## src/rtl/dbg_event_pkg.sv

```systemverilog
package dbg_event_pkg;
  typedef enum logic [1:0] {
    ACT_HALT    = 2'd0,
    ACT_WATCH   = 2'd1,
    ACT_TRC_ON  = 2'd2,
    ACT_TRC_OFF = 2'd3
  } act_e;

  localparam int NUM_SEV = 5;
  // control register field offsets
  localparam int CTL_MASK_LSB = 8;
  localparam int CTL_CLT_EN   = 16;
  localparam int CTL_TWIN_EN  = 17;
  localparam int CTL_TSEL     = 18;
  localparam int RTE_WCH_LSB  = 8;
endpackage

```

## src/rtl/dbg_cmp.sv

```systemverilog
module dbg_cmp #(
  parameter int PA_W = 16,
  parameter int DA_W = 16,
  parameter int DW   = 32
) (
  input  logic            en_i,
  input  logic            is_data_i,
  input  logic            dcmp_i,
  input  logic [PA_W-1:0] ref_pa_i,
  input  logic [DA_W-1:0] ref_da_i,
  input  logic [DW-1:0]   ref_data_i,
  input  logic            chan_ok_i,
  input  logic            fetch_valid_i,
  input  logic [PA_W-1:0] fetch_addr_i,
  input  logic            dacc_valid_i,
  input  logic [DA_W-1:0] dacc_addr_i,
  input  logic [DW-1:0]   dacc_data_i,
  output logic            hit_o
);
  logic ins_hit, dat_hit;

  assign ins_hit = fetch_valid_i && (fetch_addr_i == ref_pa_i);
  assign dat_hit = dacc_valid_i && (dacc_addr_i == ref_da_i) &&
                   (!dcmp_i || (dacc_data_i == ref_data_i));
  assign hit_o   = en_i && chan_ok_i && (is_data_i ? dat_hit : ins_hit);
endmodule

```

## src/rtl/dbg_watch_enc.sv

```systemverilog
module dbg_watch_enc #(
  parameter int N    = 7,
  parameter int ID_W = 3
) (
  input  logic            clk_i,
  input  logic            rst_ni,
  input  logic [N-1:0]    hit_i,
  output logic            watch_o,
  output logic [ID_W-1:0] id_o
);
  logic [ID_W-1:0] id_d;

  // lowest index wins
  always_comb begin
    id_d = '0;
    for (int i = N - 1; i >= 0; i--) begin
      if (hit_i[i]) id_d = ID_W'(i);
    end
  end

  always_ff @(posedge clk_i or negedge rst_ni) begin
    if (!rst_ni) begin
      watch_o <= 1'b0;
      id_o    <= '0;
    end else begin
      watch_o <= |hit_i;
      id_o    <= id_d;
    end
  end

  p_watch_one_hit_r5: assert property (@(posedge clk_i) disable iff (!rst_ni)
    watch_o |-> $past(|hit_i));
endmodule

```

## src/rtl/dbg_halt_ctl.sv

```systemverilog
module dbg_halt_ctl #(
  parameter int N_IMM = 3,
  localparam int N_SRC = N_IMM + 2
) (
  input  logic             clk_i,
  input  logic             rst_ni,
  input  logic [N_IMM-1:0] imm_i,
  input  logic             clt_i,
  input  logic             twin_i,
  input  logic             clt_en_i,
  input  logic             twin_en_i,
  input  logic             tsel_i,
  input  logic             uc_end_i,
  input  logic             idle_i,
  input  logic             ack_i,
  input  logic [N_SRC-1:0] clr_i,
  output logic             halt_req_o,
  output logic [N_SRC-1:0] status_o
);
  logic clt_pend_q, twin_pend_q;
  logic clt_req, twin_req, release_pt, clt_fire, twin_fire;
  logic [N_SRC-1:0] fire;

  assign release_pt = tsel_i ? idle_i : uc_end_i;
  assign clt_req    = clt_pend_q  || (clt_i  && clt_en_i);
  assign twin_req   = twin_pend_q || (twin_i && twin_en_i);
  assign clt_fire   = clt_req  && release_pt;
  assign twin_fire  = twin_req && release_pt;
  assign fire       = {twin_fire, clt_fire, imm_i};

  always_ff @(posedge clk_i or negedge rst_ni) begin
    if (!rst_ni) begin
      clt_pend_q  <= 1'b0;
      twin_pend_q <= 1'b0;
      status_o    <= '0;
      halt_req_o  <= 1'b0;
    end else begin
      clt_pend_q  <= clt_req  && !release_pt;
      twin_pend_q <= twin_req && !release_pt;
      status_o    <= (status_o & ~clr_i) | fire;
      if (ack_i)      halt_req_o <= 1'b0;
      else if (|fire) halt_req_o <= 1'b1;
    end
  end

  p_halt_hold_r8: assert property (@(posedge clk_i) disable iff (!rst_ni)
    (halt_req_o && !ack_i) |=> halt_req_o);

  p_ack_drops_r8: assert property (@(posedge clk_i) disable iff (!rst_ni)
    ack_i |=> !halt_req_o);

  p_clt_release_r10: assert property (@(posedge clk_i) disable iff (!rst_ni)
    $rose(status_o[N_IMM]) |-> $past(tsel_i ? idle_i : uc_end_i));

  p_twin_release_r10: assert property (@(posedge clk_i) disable iff (!rst_ni)
    $rose(status_o[N_IMM+1]) |-> $past(tsel_i ? idle_i : uc_end_i));
endmodule

```

## src/rtl/dbg_event_unit.sv

```systemverilog
module dbg_event_unit
  import dbg_event_pkg::*;
#(
  parameter int N_CMP = 2,
  parameter int PA_W  = 16,
  parameter int DA_W  = 16,
  parameter int DW    = 32,
  parameter int CH_W  = 5,
  localparam int N_REG = 3 + 3 * N_CMP,
  localparam int AW    = $clog2(N_REG),
  localparam int N_WID = N_CMP + NUM_SEV,
  localparam int ID_W  = $clog2(N_WID)
) (
  input  logic            clk_i,
  input  logic            rst_ni,
  input  logic            cfg_we_i,
  input  logic [AW-1:0]   cfg_addr_i,
  input  logic [DW-1:0]   cfg_wdata_i,
  output logic [DW-1:0]   cfg_rdata_o,
  input  logic            fetch_valid_i,
  input  logic [PA_W-1:0] fetch_addr_i,
  input  logic            dacc_valid_i,
  input  logic [DA_W-1:0] dacc_addr_i,
  input  logic [DW-1:0]   dacc_data_i,
  input  logic [CH_W-1:0] chan_i,
  input  logic [NUM_SEV-1:0] sev_i,
  input  logic            clt_brk_i,
  input  logic            twin_brk_i,
  input  logic            uc_end_i,
  input  logic            idle_i,
  input  logic            dbg_ack_i,
  output logic            halt_req_o,
  output logic            watch_o,
  output logic [ID_W-1:0] watch_id_o,
  output logic            trace_en_o,
  output logic            cfg_err_o
);
  localparam int N_SRC    = N_CMP + 3;
  localparam int REG_CTL  = 0;
  localparam int REG_RTE  = 1;
  localparam int REG_STAT = 2 + 3 * N_CMP;

  logic [DW-1:0] ctl_q, rte_q;
  logic [DW-1:0] cmp_cfg_q [N_CMP];
  logic [DW-1:0] cmp_adr_q [N_CMP];
  logic [DW-1:0] cmp_dat_q [N_CMP];
  logic [N_SRC-1:0] status, stat_clr;

  logic chan_ok;
  logic [N_CMP-1:0] cmp_hit, cmp_halt, cmp_watch;
  logic [NUM_SEV-1:0] sev_brk_en, sev_wch_en, sev_ok, sev_brk, sev_wch;
  logic trace_d;

  // ---------------- configuration registers ----------------
  always_ff @(posedge clk_i or negedge rst_ni) begin
    if (!rst_ni) begin
      ctl_q <= '0;
      rte_q <= '0;
      for (int k = 0; k < N_CMP; k++) begin
        cmp_cfg_q[k] <= '0;
        cmp_adr_q[k] <= '0;
        cmp_dat_q[k] <= '0;
      end
    end else if (cfg_we_i) begin
      if (cfg_addr_i == AW'(REG_CTL)) ctl_q <= cfg_wdata_i;
      if (cfg_addr_i == AW'(REG_RTE)) rte_q <= cfg_wdata_i;
      for (int k = 0; k < N_CMP; k++) begin
        if (cfg_addr_i == AW'(2 + 3 * k)) cmp_cfg_q[k] <= cfg_wdata_i;
        if (cfg_addr_i == AW'(3 + 3 * k)) cmp_adr_q[k] <= cfg_wdata_i;
        if (cfg_addr_i == AW'(4 + 3 * k)) cmp_dat_q[k] <= cfg_wdata_i;
      end
    end
  end

  assign stat_clr = (cfg_we_i && cfg_addr_i == AW'(REG_STAT)) ?
                    cfg_wdata_i[N_SRC-1:0] : '0;

  always_comb begin
    cfg_rdata_o = '0;
    if (cfg_addr_i == AW'(REG_CTL))  cfg_rdata_o = ctl_q;
    if (cfg_addr_i == AW'(REG_RTE))  cfg_rdata_o = rte_q;
    if (cfg_addr_i == AW'(REG_STAT)) cfg_rdata_o = DW'(status);
    for (int k = 0; k < N_CMP; k++) begin
      if (cfg_addr_i == AW'(2 + 3 * k)) cfg_rdata_o = cmp_cfg_q[k];
      if (cfg_addr_i == AW'(3 + 3 * k)) cfg_rdata_o = cmp_adr_q[k];
      if (cfg_addr_i == AW'(4 + 3 * k)) cfg_rdata_o = cmp_dat_q[k];
    end
  end

  // ---------------- channel qualifier ----------------
  assign chan_ok = ((chan_i ^ ctl_q[CH_W-1:0]) & ctl_q[CTL_MASK_LSB +: CH_W]) == '0;

  // ---------------- comparators ----------------
  for (genvar k = 0; k < N_CMP; k++) begin : g_cmp
    act_e act;
    assign act = act_e'(cmp_cfg_q[k][5:4]);

    dbg_cmp #(.PA_W(PA_W), .DA_W(DA_W), .DW(DW)) u_cmp (
      .en_i         (cmp_cfg_q[k][0]),
      .is_data_i    (cmp_cfg_q[k][1]),
      .dcmp_i       (cmp_cfg_q[k][2]),
      .ref_pa_i     (cmp_adr_q[k][PA_W-1:0]),
      .ref_da_i     (cmp_adr_q[k][DA_W-1:0]),
      .ref_data_i   (cmp_dat_q[k]),
      .chan_ok_i    (chan_ok),
      .fetch_valid_i(fetch_valid_i),
      .fetch_addr_i (fetch_addr_i),
      .dacc_valid_i (dacc_valid_i),
      .dacc_addr_i  (dacc_addr_i),
      .dacc_data_i  (dacc_data_i),
      .hit_o        (cmp_hit[k])
    );

    assign cmp_halt[k]  = cmp_hit[k] && (act == ACT_HALT);
    assign cmp_watch[k] = cmp_hit[k] && (act == ACT_WATCH);
  end

  // ---------------- special events ----------------
  assign sev_brk_en = rte_q[NUM_SEV-1:0];
  assign sev_wch_en = rte_q[RTE_WCH_LSB +: NUM_SEV];
  assign cfg_err_o  = |(sev_brk_en & sev_wch_en);
  assign sev_ok     = chan_ok ? sev_i : '0;
  assign sev_brk    = sev_ok & sev_brk_en & ~sev_wch_en;
  assign sev_wch    = sev_ok & sev_wch_en & ~sev_brk_en;

  // ---------------- trace enable (comparator 0 decides last) ----------------
  always_comb begin
    trace_d = trace_en_o;
    for (int k = N_CMP - 1; k >= 0; k--) begin
      if (cmp_hit[k] && act_e'(cmp_cfg_q[k][5:4]) == ACT_TRC_ON)  trace_d = 1'b1;
      if (cmp_hit[k] && act_e'(cmp_cfg_q[k][5:4]) == ACT_TRC_OFF) trace_d = 1'b0;
    end
  end

  always_ff @(posedge clk_i or negedge rst_ni) begin
    if (!rst_ni) trace_en_o <= 1'b0;
    else         trace_en_o <= trace_d;
  end

  // ---------------- watch and halt ----------------
  dbg_watch_enc #(.N(N_WID), .ID_W(ID_W)) u_watch (
    .clk_i  (clk_i),
    .rst_ni (rst_ni),
    .hit_i  ({sev_wch, cmp_watch}),
    .watch_o(watch_o),
    .id_o   (watch_id_o)
  );

  dbg_halt_ctl #(.N_IMM(N_CMP + 1)) u_halt (
    .clk_i     (clk_i),
    .rst_ni    (rst_ni),
    .imm_i     ({|sev_brk, cmp_halt}),
    .clt_i     (clt_brk_i),
    .twin_i    (twin_brk_i),
    .clt_en_i  (ctl_q[CTL_CLT_EN]),
    .twin_en_i (ctl_q[CTL_TWIN_EN]),
    .tsel_i    (ctl_q[CTL_TSEL]),
    .uc_end_i  (uc_end_i),
    .idle_i    (idle_i),
    .ack_i     (dbg_ack_i),
    .clr_i     (stat_clr),
    .halt_req_o(halt_req_o),
    .status_o  (status)
  );

  p_watch_src_r5: assert property (@(posedge clk_i) disable iff (!rst_ni)
    watch_o |-> $past(fetch_valid_i || dacc_valid_i || (|sev_i)));

  p_trace_src_r12: assert property (@(posedge clk_i) disable iff (!rst_ni)
    !$stable(trace_en_o) |-> $past(fetch_valid_i || dacc_valid_i));

  p_watch_id_range_r11: assert property (@(posedge clk_i) disable iff (!rst_ni)
    watch_o |-> (watch_id_o < ID_W'(N_WID)));

  p_conflict_no_halt_r7: assert property (@(posedge clk_i) disable iff (!rst_ni)
    ($past(cfg_err_o) && $past(sev_i == (sev_brk_en & sev_wch_en)) && $past(sev_i != '0)
     && $past(!fetch_valid_i && !dacc_valid_i && !clt_brk_i && !twin_brk_i && !uc_end_i && !idle_i)
     && $past(!halt_req_o) && $past(!dbg_ack_i)) |-> !watch_o);
endmodule

```

## config.mk

```make
export PLATFORM = sky130hd
export DESIGN_NAME = dbg_event_unit
export DESIGN_NICKNAME = d
export VERILOG_FILES = /design/src/rtl/dbg_event_pkg.sv /design/src/rtl/dbg_cmp.sv /design/src/rtl/dbg_watch_enc.sv /design/src/rtl/dbg_halt_ctl.sv /design/src/rtl/dbg_event_unit.sv
export SDC_FILE = /design/constraint.sdc
export NUM_CORES = 1
export LEC_CHECK = 0
export BUFFER_PORTS_ARGS = -buffer_cell sky130_fd_sc_hd__buf_2
export CAP_MARGIN = 20
export CORE_MARGIN = 10
export CORE_UTILIZATION = 45
export DETAILED_ROUTE_END_ITERATION = 16
export MAX_ROUTING_LAYER = met4
export PLACE_DENSITY = 0.74
export SLEW_MARGIN = 25
export SYNTH_ARGS = -nofsm -noshare
export SYNTH_HDL_FRONTEND = slang
export SYNTH_SLANG_ARGS = --single-unit
```

## constraint.sdc

```tcl
create_clock -name clk_i -period 3.3 [get_ports clk_i]
set_clock_uncertainty 0.05 [all_clocks]
set_input_delay 0.66 -clock clk_i [delete_from_list [all_inputs] [get_ports clk_i]]
set_output_delay 0.66 -clock clk_i [all_outputs]
set_load 0.005 [all_outputs]
```

# [Word level (Yosys, flattened, before mapping)]
# Cells that the tools add are included.
[word_totals] regBits=269 wordCells=124 out_inout_bits=39
[op_classes] n_reduce_logical=50 n_bitwise=12 mux=27 eq_ne=20
[ops] cell="two-way mux 32 bit" n=9
[ops] cell="equality test 16 bit" n=4
[ops] cell="equality test 32 bit" n=2
[ops] cell="bitwise AND 5 bit" n=7
[ops] cell="logical AND 1 bit" n=25
[ops] cell="two-way mux 3 bit" n=7
[ops] cell="equality test 4 x 3 -> 1 bit, second input constant" n=4
[ops] cell="AND reduction 2 bit" n=8
[ops] cell="NOT 5 bit" n=3
[ops] cell="two-way mux 5 bit" n=2
[ops] cell="OR reduction 5 bit" n=2
[ops] cell="two-way mux 1 bit" n=9
[ops] cell="OR reduction 9 bit" n=1
[ops] cell="equality test 2 bit, second input constant" n=4
[ops] cell="equality test 4 x 2 -> 1 bit, second input constant" n=2
[ops] cell="OR reduction 7 bit" n=1
[ops] cell="zero test 5 bit" n=1
[ops] cell="OR 5 bit" n=1
[ops] cell="bitwise XOR 5 bit" n=1
[ops] cell="equality test 2 x 1 -> 1 bit, second input constant" n=2
[ops] cell="equality test 4 x 1 -> 1 bit, second input constant" n=1
[ops] cell="equality test 4 bit, second input constant" n=1
[ops] cell="zero test 2 bit" n=2
[ops] cell="zero test 4 bit" n=1
[ops] cell="other kinds (4)" n=9

# [Logic depth before layout (Yosys ltp)]
# Gate-level depths: netlist of run 1.
[logic_depth] depth_word=13 mapped_depth=9 mapped_depth_nobuf=7

# [Hierarchy]
# A second synthesis of run 1 with hierarchy kept.
[unflattened] hier_cells=1161 area_unflattened_um2=14440.1
[by_module_without_submodules] mod="dbg_event_unit" instances=1 area_each_um2=12500.7 cells_each=939 seq_area_each_um2=6431.2
[by_module_without_submodules] mod="dbg_cmp" instances=2 area_each_um2=728.2 cells_each=90 seq_area_each_um2=0.0
[by_module_without_submodules] mod="dbg_halt_ctl" instances=1 area_each_um2=320.3 cells_each=27 seq_area_each_um2=200.2
[by_module_without_submodules] mod="dbg_watch_enc" instances=1 area_each_um2=162.7 cells_each=15 seq_area_each_um2=100.1

# [Least setup slack after synthesis of run 1]
# No wires, ideal clock.
[synth_timing] path_kind="input -> output" from="input cfg_addr_i[0]" to="output cfg_rdata_o[29]" arrival_ns=2.112 path_slack_ns=0.478 required_time_ns=2.590 n_path_buf=3 path_stages=8 cell_sequence="clkbuf_1 -> buf_2 -> buf_2 -> mux2_2 -> a22oi_1 -> o32ai_1 -> mux2i_1 -> nand2_1"
[synth_between] elab_chain_cells=10 word_cells_on_any_way=18
[synth_lines] element="start: declaration" line_no="dbg_event_unit.sv:17" text="input logic [AW-1:0] cfg_addr_i,"
[synth_lines] element="zero test 4 bit" line_no="dbg_event_unit.sv:80" text="if (cfg_addr_i == AW'(REG_CTL)) cfg_rdata_o = ctl_q;"
[synth_lines] element="two-way mux 32 bit" line_no="dbg_event_unit.sv:80"
[synth_lines] element="two-way mux 32 bit" line_no="dbg_event_unit.sv:81" text="if (cfg_addr_i == AW'(REG_RTE)) cfg_rdata_o = rte_q;"
[synth_lines] element="two-way mux 32 bit" line_no="dbg_event_unit.sv:82" text="if (cfg_addr_i == AW'(REG_STAT)) cfg_rdata_o = DW'(status);"
[synth_lines] element="two-way mux 32 bit" line_no="dbg_event_unit.sv:84" text="if (cfg_addr_i == AW'(2 + 3 * k)) cfg_rdata_o = cmp_cfg_q[k];"
[synth_lines] element="two-way mux 32 bit" line_no="dbg_event_unit.sv:85" text="if (cfg_addr_i == AW'(3 + 3 * k)) cfg_rdata_o = cmp_adr_q[k];"
[synth_lines] element="two-way mux 32 bit" line_no="dbg_event_unit.sv:86" text="if (cfg_addr_i == AW'(4 + 3 * k)) cfg_rdata_o = cmp_dat_q[k];"
[synth_lines] element="two-way mux 32 bit" line_no="dbg_event_unit.sv:84"
[synth_lines] element="two-way mux 32 bit" line_no="dbg_event_unit.sv:85"
[synth_lines] element="two-way mux 32 bit *" line_no="dbg_event_unit.sv:86"
[synth_lines] element="end: declaration" line_no="dbg_event_unit.sv:19" text="output logic [DW-1:0] cfg_rdata_o,"
# Mark *: on every way between the ends. The rest lies on a longest branch, timed or not.

# [Worst setup path in the final report of run 1]
[layout_timing] from="input cfg_addr_i[1]" to="output cfg_rdata_o[4]"
# Same word-level chain as after synthesis.

==> results of run 1 <==
-- critical path: cells and delay by family --
family	cells	cell delay (ns)
compound gates	2	0.41
buf+inv	3	0.82
simple gates	1	0.46
-- registers in the layout, indices dropped and copies added (netlist names) --
signal / flops
cmp_adr_q: 64
u_watch.id_o: 3
u_watch.watch_o: 1
u_halt.status_o: 5
trace_en_o: 1
cmp_cfg_q: 64
u_halt.twin_pend_q: 1
u_halt.halt_req_o: 1
rte_q: 32
ctl_q: 32
u_halt.clt_pend_q: 1
cmp_dat_q: 64
-- cell usage in the layout, fill, tap and decap left out, drive strengths merged, types with 5 or more instances in the layout --
cell	instances
xnor2	72
buf	197
o221ai	23
nor4	17
inv	7
a22oi	13
nand2	69
mux2i	12
a21oi	37
a31oi	6
nand3	10
xor2	61
o21ai	20
dfrtp	269
nor3	8
mux2	280
nand4	23
mux4	23
nor2	40
clkbuf	45
and3	5
-- per-stage QoR --
| step | std cells | utilization |
|---|---|---|
| after global routing | 1684 | 0.527 |
| after global placement | 1633 | 0.499 |
| after floorplan | 1106 | - |
| final | 1684 | 0.527 |
| after CTS | 1681 | 0.527 |
| after detailed placement | 1633 | 0.499 |
-- power by group --
part	leakage (nW)	switching (W)	internal, W	total [W]
Clock	0.406	0.00124	0.00167	0.00292
Sequential	3.30	0.000689	0.00406	0.00475
Combinational	3.34	0.000999	0.00124	0.00224
Total	7.05	0.00293	0.00697	0.00990
-- cell type report --
class / count / share of cell area
Antenna cell: 3 / 0.000468
Multi-Input combinational cell: 764 / 0.423
Sequential cell: 269 / 0.420
Tap cell: 396 / 0.0309
Clock buffer: 45 / 0.0509
Timing Repair Buffer: 197 / 0.0723
Inverter: 7 / 0.00164
Clock inverter: 3 / 0.00117
-- cells by family after synthesis --
logic type | Yosys count | share of synthesized area
AO/OA/AOI/OAI | 124 | 0.0609
XOR/XNOR | 133 | 0.0845
buffers and inverters | 73 | 0.0217
flip-flops | 269 | 0.488
multiplexers | 315 | 0.275
AND/OR/NAND/NOR | 192 | 0.0695
-- path summary, 6_finish.rpt --
| kind | slack, ns | startpoint | end | depth (start not counted) |
|---|---|---|---|---|
| setup / recovery | 0.22 | cfg_addr_i[1] | cfg_rdata_o[4] | 6 |
| hold / removal | 0.09 | rst_ni | rte_q[11]$_DFFE_PN0P_ | 1 |
| setup reg to reg | 0.61 | cmp_adr_q[46]$_DFFE_PN0P_ | u_watch.id_o[2]$_DFF_PN0_ | 7 |
| hold reg to reg | 0.42 | u_halt.status_o[1]$_DFF_PN0_ | u_halt.status_o[1]$_DFF_PN0_ | 2 |
| max in group asynchronous | 2.24 | rst_ni | cmp_cfg_q[28]$_DFFE_PN0P_ | 2 |
| min in group clk_i | 0.24 | dbg_ack_i | u_halt.halt_req_o$_DFFE_PN0P_ | 2 |
-- layer usage --
| metal | track usage | wire length, um |
|---|---|---|
| met3 | 0.0339 | 2550 |
| met1 | 0.277 | 17600 |
| met4 | 0.0738 | 1280 |
| met5 | - | 0 |
| met2 | 0.346 | 20000 |
==> results.txt, run 1 <==
Status -> finished, final reports clean
Hold_ws -> 0.0867 ns
Post-Syn Area -> 13800 um^2
CP dominant cell by count -> buf_2
Largest net degree at the start of global routing -> 97
P&R area growth vs syn -> 16.3%
Final-report hold violation count -> 0
Final ANT Viol Nets -> 0
Starting Density -> 0.453
CP required -> 2.59 ns
Yosys top cell area share -> 0.488
Worst vdd ir -> 379 uV
CP endpoint kind -> output pin
Setup Buffers After CTS -> 0
Final WS setup -> 0.215 ns
HPWL Detailed -> 30.4 mm
Io pins -> 159
Die height -> 195 um
Seq cells post-synth -> 269
Top_reg_cell synth -> dfrtp_1
Clock sinks -> 269
CTS Hold Buffers Added -> 0
Die X -> 195 um
Avg Vias per Cell -> 5.87
Slowest-stage cell, CP -> and3_1
Min Tclk post-route -> 3.08 ns
H-tree depth -> 1
Total power -> 0.00990 W
Register area -> 6730 um^2
Initial antenna violation count -> 3
First-pass DRT Iterations -> 5
Vias in the first global route -> 10500
Initial DRC count -> 973
FMAX -> 0.324 GHz
Post-place setup slack -> 0.281 ns
Crit path DAT -> 2.37 ns
Ranking of synthesized cells by area -> dfrtp_1, mux2_2, xnor2_1
Cell Pwr Density -> 618 nW/um^2
Bufs on Longest Clock Path -> 3
Area of the multi-input gates -> 6780 um^2
Leakage -> 7.05 nW
Period utilization -> 0.935
Synthesized Nets -> 1226
Setup Viol. Count Final -> 0
Min-delay worst type -> in -> async
TritonCTS clock tree -> done
Layout cells sized above 1 -> 0.420
WL final -> 41.5 mm
Core Footprint -> 30400 um^2
Rows -> 64
Critical path peak fanout -> 20
Sequential-to-total area share from yosys stat -> 0.488
Distinct cells, synth -> 57
Crit Path Class -> in -> out
Slew @ Worst Pin -> 0.765 ns
# DRC -> 0
Clk root buf -> clkbuf_16
Fin nets -> 1387
Clock transition at path regs -> 0.06 ns
CP Cell Sequence -> buf_2, buf_4, and3_1, a22oi_1, o21ai_0, buf_2
Max-slew violations -> 0
GPL Wtd Cong -> 0.948
Buffers on Ports -> 158
Worst-Skew Late Latency -> 0.54 ns
Post-Place Cell Area -> 15200 um^2
Max-cap viol count -> 0
Most instantiated cells after synthesis -> mux2_2, dfrtp_1, xnor2_1, nand2_1, xor2_1
CP max stage delay -> 0.46 ns
Setup crit start kind -> primary input
CTS Buf Count -> 28
Max_slew headroom -> 0.490
Ys async rst share -> 1.00
Synth Instances -> 1106
Wire length per cell -> 24.6 um
Top cell type by total area after synthesis -> dfrtp_1
YS warnings -> 0
Resize count post-CTS -> 0
Global-route wire length before repair -> 63.3 mm
Vias post-DR -> 9878
Count leader, synth -> mux2_2
GR Util All Layers -> 0.217
Design area -> 16000 um^2
Global route overflow -> 0
Syn avg cell area -> 12.5 um^2
RSZ-0062 raised after global routing -> false
Layout fillers -> 2623
Post-synth EDFFs -> 0
Die ar. -> 38000 um^2
Sum Neg Setup Slack -> 0 ns
Note: power is estimated with default switching activity, not from simulation.
==> inputs of run 2 (changes only) <==
SYNTH_HIERARCHICAL = 1   (was not set)
clock period = 3.05 ns   (was 3.3 ns; I/O delays follow)
==> run 2 against run 1 <==
  * Utilization rose by 0.86 points
  * Largest power group unchanged
  * Critical path depth did not move
  * Clock power rose by 23%
  * Count of clock-buffer cells in the layout rose by 3
  * Largest cell class unchanged
  * Sequential power rose by 8.8%
  * Wire length rose by 8.9%
  * Design area rose by 5.7%
  * Worst hold slack improved by 0.10 ns
==> results.txt, run 2 <==
Total power -> 0.0113 W
Count leader, synth -> dfrtp_1
Die height -> 199 um
Clock sinks -> 269
Vias in the first global route -> 10600
Rows -> 65
Distinct cells, synth -> 63
TritonCTS clock tree -> done
RSZ-0062 raised after global routing -> false
Post-synth EDFFs -> 0
Largest net degree at the start of global routing -> 81
CTS Buf Count -> 30
Max_slew headroom -> 0.631
Setup Viol. Count Final -> 0
CP required -> 2.39 ns
Fin nets -> 1465
Most frequent cells in the layout -> dfrtp_1, mux2_2, buf_2
CP endpoint kind -> output pin
HPWL Detailed -> 33.2 mm
Global route overflow -> 0
Period utilization -> 0.963
Top cell type by total area after synthesis -> dfrtp_1
H-tree depth -> 1
# DRC -> 0
Core Footprint -> 31600 um^2
Clk root buf -> clkbuf_16
Sum Neg Setup Slack -> 0 ns
Bufs on Longest Clock Path -> 3
WL final -> 45.1 mm
Hold_ws -> 0.189 ns
P&R area growth vs syn -> 17.3%
Syn avg cell area -> 12.4 um^2
Setup Buffers After CTS -> 0
Initial DRC count -> 818
Cell Pwr Density -> 666 nW/um^2
Top_reg_cell synth -> dfrtp_1
Worst vdd ir -> 465 uV
Io pins -> 159
YS warnings -> 6
Crit path DAT -> 2.28 ns
Synthesized Nets -> 1281
Die X -> 199 um
Post-Syn Area -> 14400 um^2
Buffers on Ports -> 158
Min-delay worst type -> in -> reg
Final-report hold violation count -> 0
Min Tclk post-route -> 2.94 ns
Non-Filler Instances -> 1770
Most instantiated cells after synthesis -> dfrtp_1, mux2_2, xor2_1, mux2i_1, nand2b_1
Avg Vias per Cell -> 5.92
Wire length per cell -> 25.5 um
Layout cells sized above 1 -> 0.393
Seq cells post-synth -> 269
Final ANT Viol Nets -> 0
First-pass DRT Iterations -> 5
GR Util All Layers -> 0.230
FMAX -> 0.340 GHz
Yosys top cell area share -> 0.466
Status -> finished, final reports clean
Clock transition at path regs -> 0.06 ns
Synth Instances -> 1161
Max-slew violations -> 0
Initial antenna violation count -> 3
Slew @ Worst Pin -> 0.548 ns
Placed insts -> 1714
GPL Wtd Cong -> 0.973
Sequential-to-total area share from yosys stat -> 0.466
Layout fillers -> 2688
Ranking of synthesized cells by area -> dfrtp_1, mux2_2, xor2_1
Setup crit start kind -> primary input
Vias post-DR -> 10500
Crit Path Class -> in -> out
Util after Layout -> 0.535
Worst-Skew Late Latency -> 0.58 ns
Leakage -> 7.61 nW
Most common cell after layout, fill and taps aside -> dfrtp_1
Die ar. -> 39700 um^2
Global-route wire length before repair -> 67.4 mm
Ys async rst share -> 1.00
Starting Density -> 0.456
Max-cap viol count -> 0
Biggest regs -> cmp_adr_q: 64 flops, cmp_cfg_q: 64 flops, cmp_dat_q: 64 flops
Critical path peak fanout -> 10
-- run 2: cell types whose count changed after synthesis, moves of 18 or more --
cell,delta
mux2_2,-36
clkbuf_1,-28
xnor2_1,-64
buf_4,+21
nand2_1,-42
mux2i_1,+29
mux2_1,+23
xor2_1,+64
o2bb2ai_1,+18
nand2b_1,+27
-- run 2: per-stage QoR --
| stage | cell area, um^2 | worst slack, ns |
|---|---|---|
| 6_report | 16900 | 0.112 |
| 3_5_place_dp | 15900 | -0.103 |
| 4_1_cts | 16900 | 0.148 |
| 2_1_floorplan | 14400 | 0.217 |
| 5_1_grt | 16900 | 0.00712 |
| 3_3_place_gp | 15900 | -0.0355 |
-- run 2: report_power, final --
part / switching, W / leakage [nW] / total (W) / internal, W
sequential: 0.000783 / 3.30 / 0.00517 / 0.00439
combinational: 0.00116 / 3.82 / 0.00252 / 0.00135
clock: 0.00146 / 0.487 / 0.00359 / 0.00214
total: 0.00340 / 7.61 / 0.0113 / 0.00788
-- run 2: timing repair --
| action | in CTS | in global routing |
|---|---|---|
| gates resized for setup | 0 | 1 |
| endpoints found under the setup margin | 0 | 1 |
| hold buffers | 1 | 0 |
| hold endpoints to repair | 63 | 0 |
-- run 2: routing by layer --
layer / part of all wire / global-route usage / up-vias
met5: 0 / - / -
met1: 0.43 / 0.299 / 5369
met2: 0.48 / 0.371 / 415
li1: - / - / 4638
met4: 0.024 / 0.0574 / 0
met3: 0.065 / 0.0347 / 65
-- run 2: cells by family after synthesis --
kind of cell              share of synthesized area
and+or+nand+nor                              0.0769
buffers and inverters                        0.0358
AOI/OAI and AO/OA                            0.0789
DFF                                           0.466
muxes                                         0.262
xor gates and xnor gates                     0.0807
-- run 2: worst max-delay path, cell delays in order --
cell and delay, ns:
buf_2 0.23, or3b_1 0.50, o22ai_1 0.17, o21ai_0 0.18, a32oi_1 0.38, buf_2 0.20
-- run 2: area by class of cell --
cell class / count / area [um^2] / area share
Multi-Input combinational cell: 806 / 7210 / 0.426
Sequential cell: 269 / 6730 / 0.397
Timing Repair Buffer: 217 / 1410 / 0.0833
Clock buffer: 48 / 918 / 0.0542
Tap cell: 402 / 503 / 0.0297
Inverter: 21 / 78.8 / 0.00465
Clock inverter: 4 / 76.3 / 0.00451
Antenna cell: 3 / 7.51 / 0.000443
-- run 2: worst paths after layout --
path	from	endpoint	slack, ns	cells past startpoint
setup / recovery	cfg_addr_i[1]	cfg_rdata_o[9]	0.11	6
max in group asynchronous	rst_ni	ctl_q[25]$_DFFE_PN0P_	1.56	3
hold / removal	dbg_ack_i	u_halt/halt_req_o$_DFFE_PN0P_	0.19	2
setup reg to reg	cmp_dat_q[45]$_DFFE_PN0P_	u_halt/halt_req_o$_DFFE_PN0P_	0.12	10
hold reg to reg	cmp_adr_q[60]$_DFFE_PN0P_	cmp_adr_q[60]$_DFFE_PN0P_	0.43	1
min in group asynchronous	rst_ni	u_watch/id_o[2]$_DFF_PN0_	0.55	2
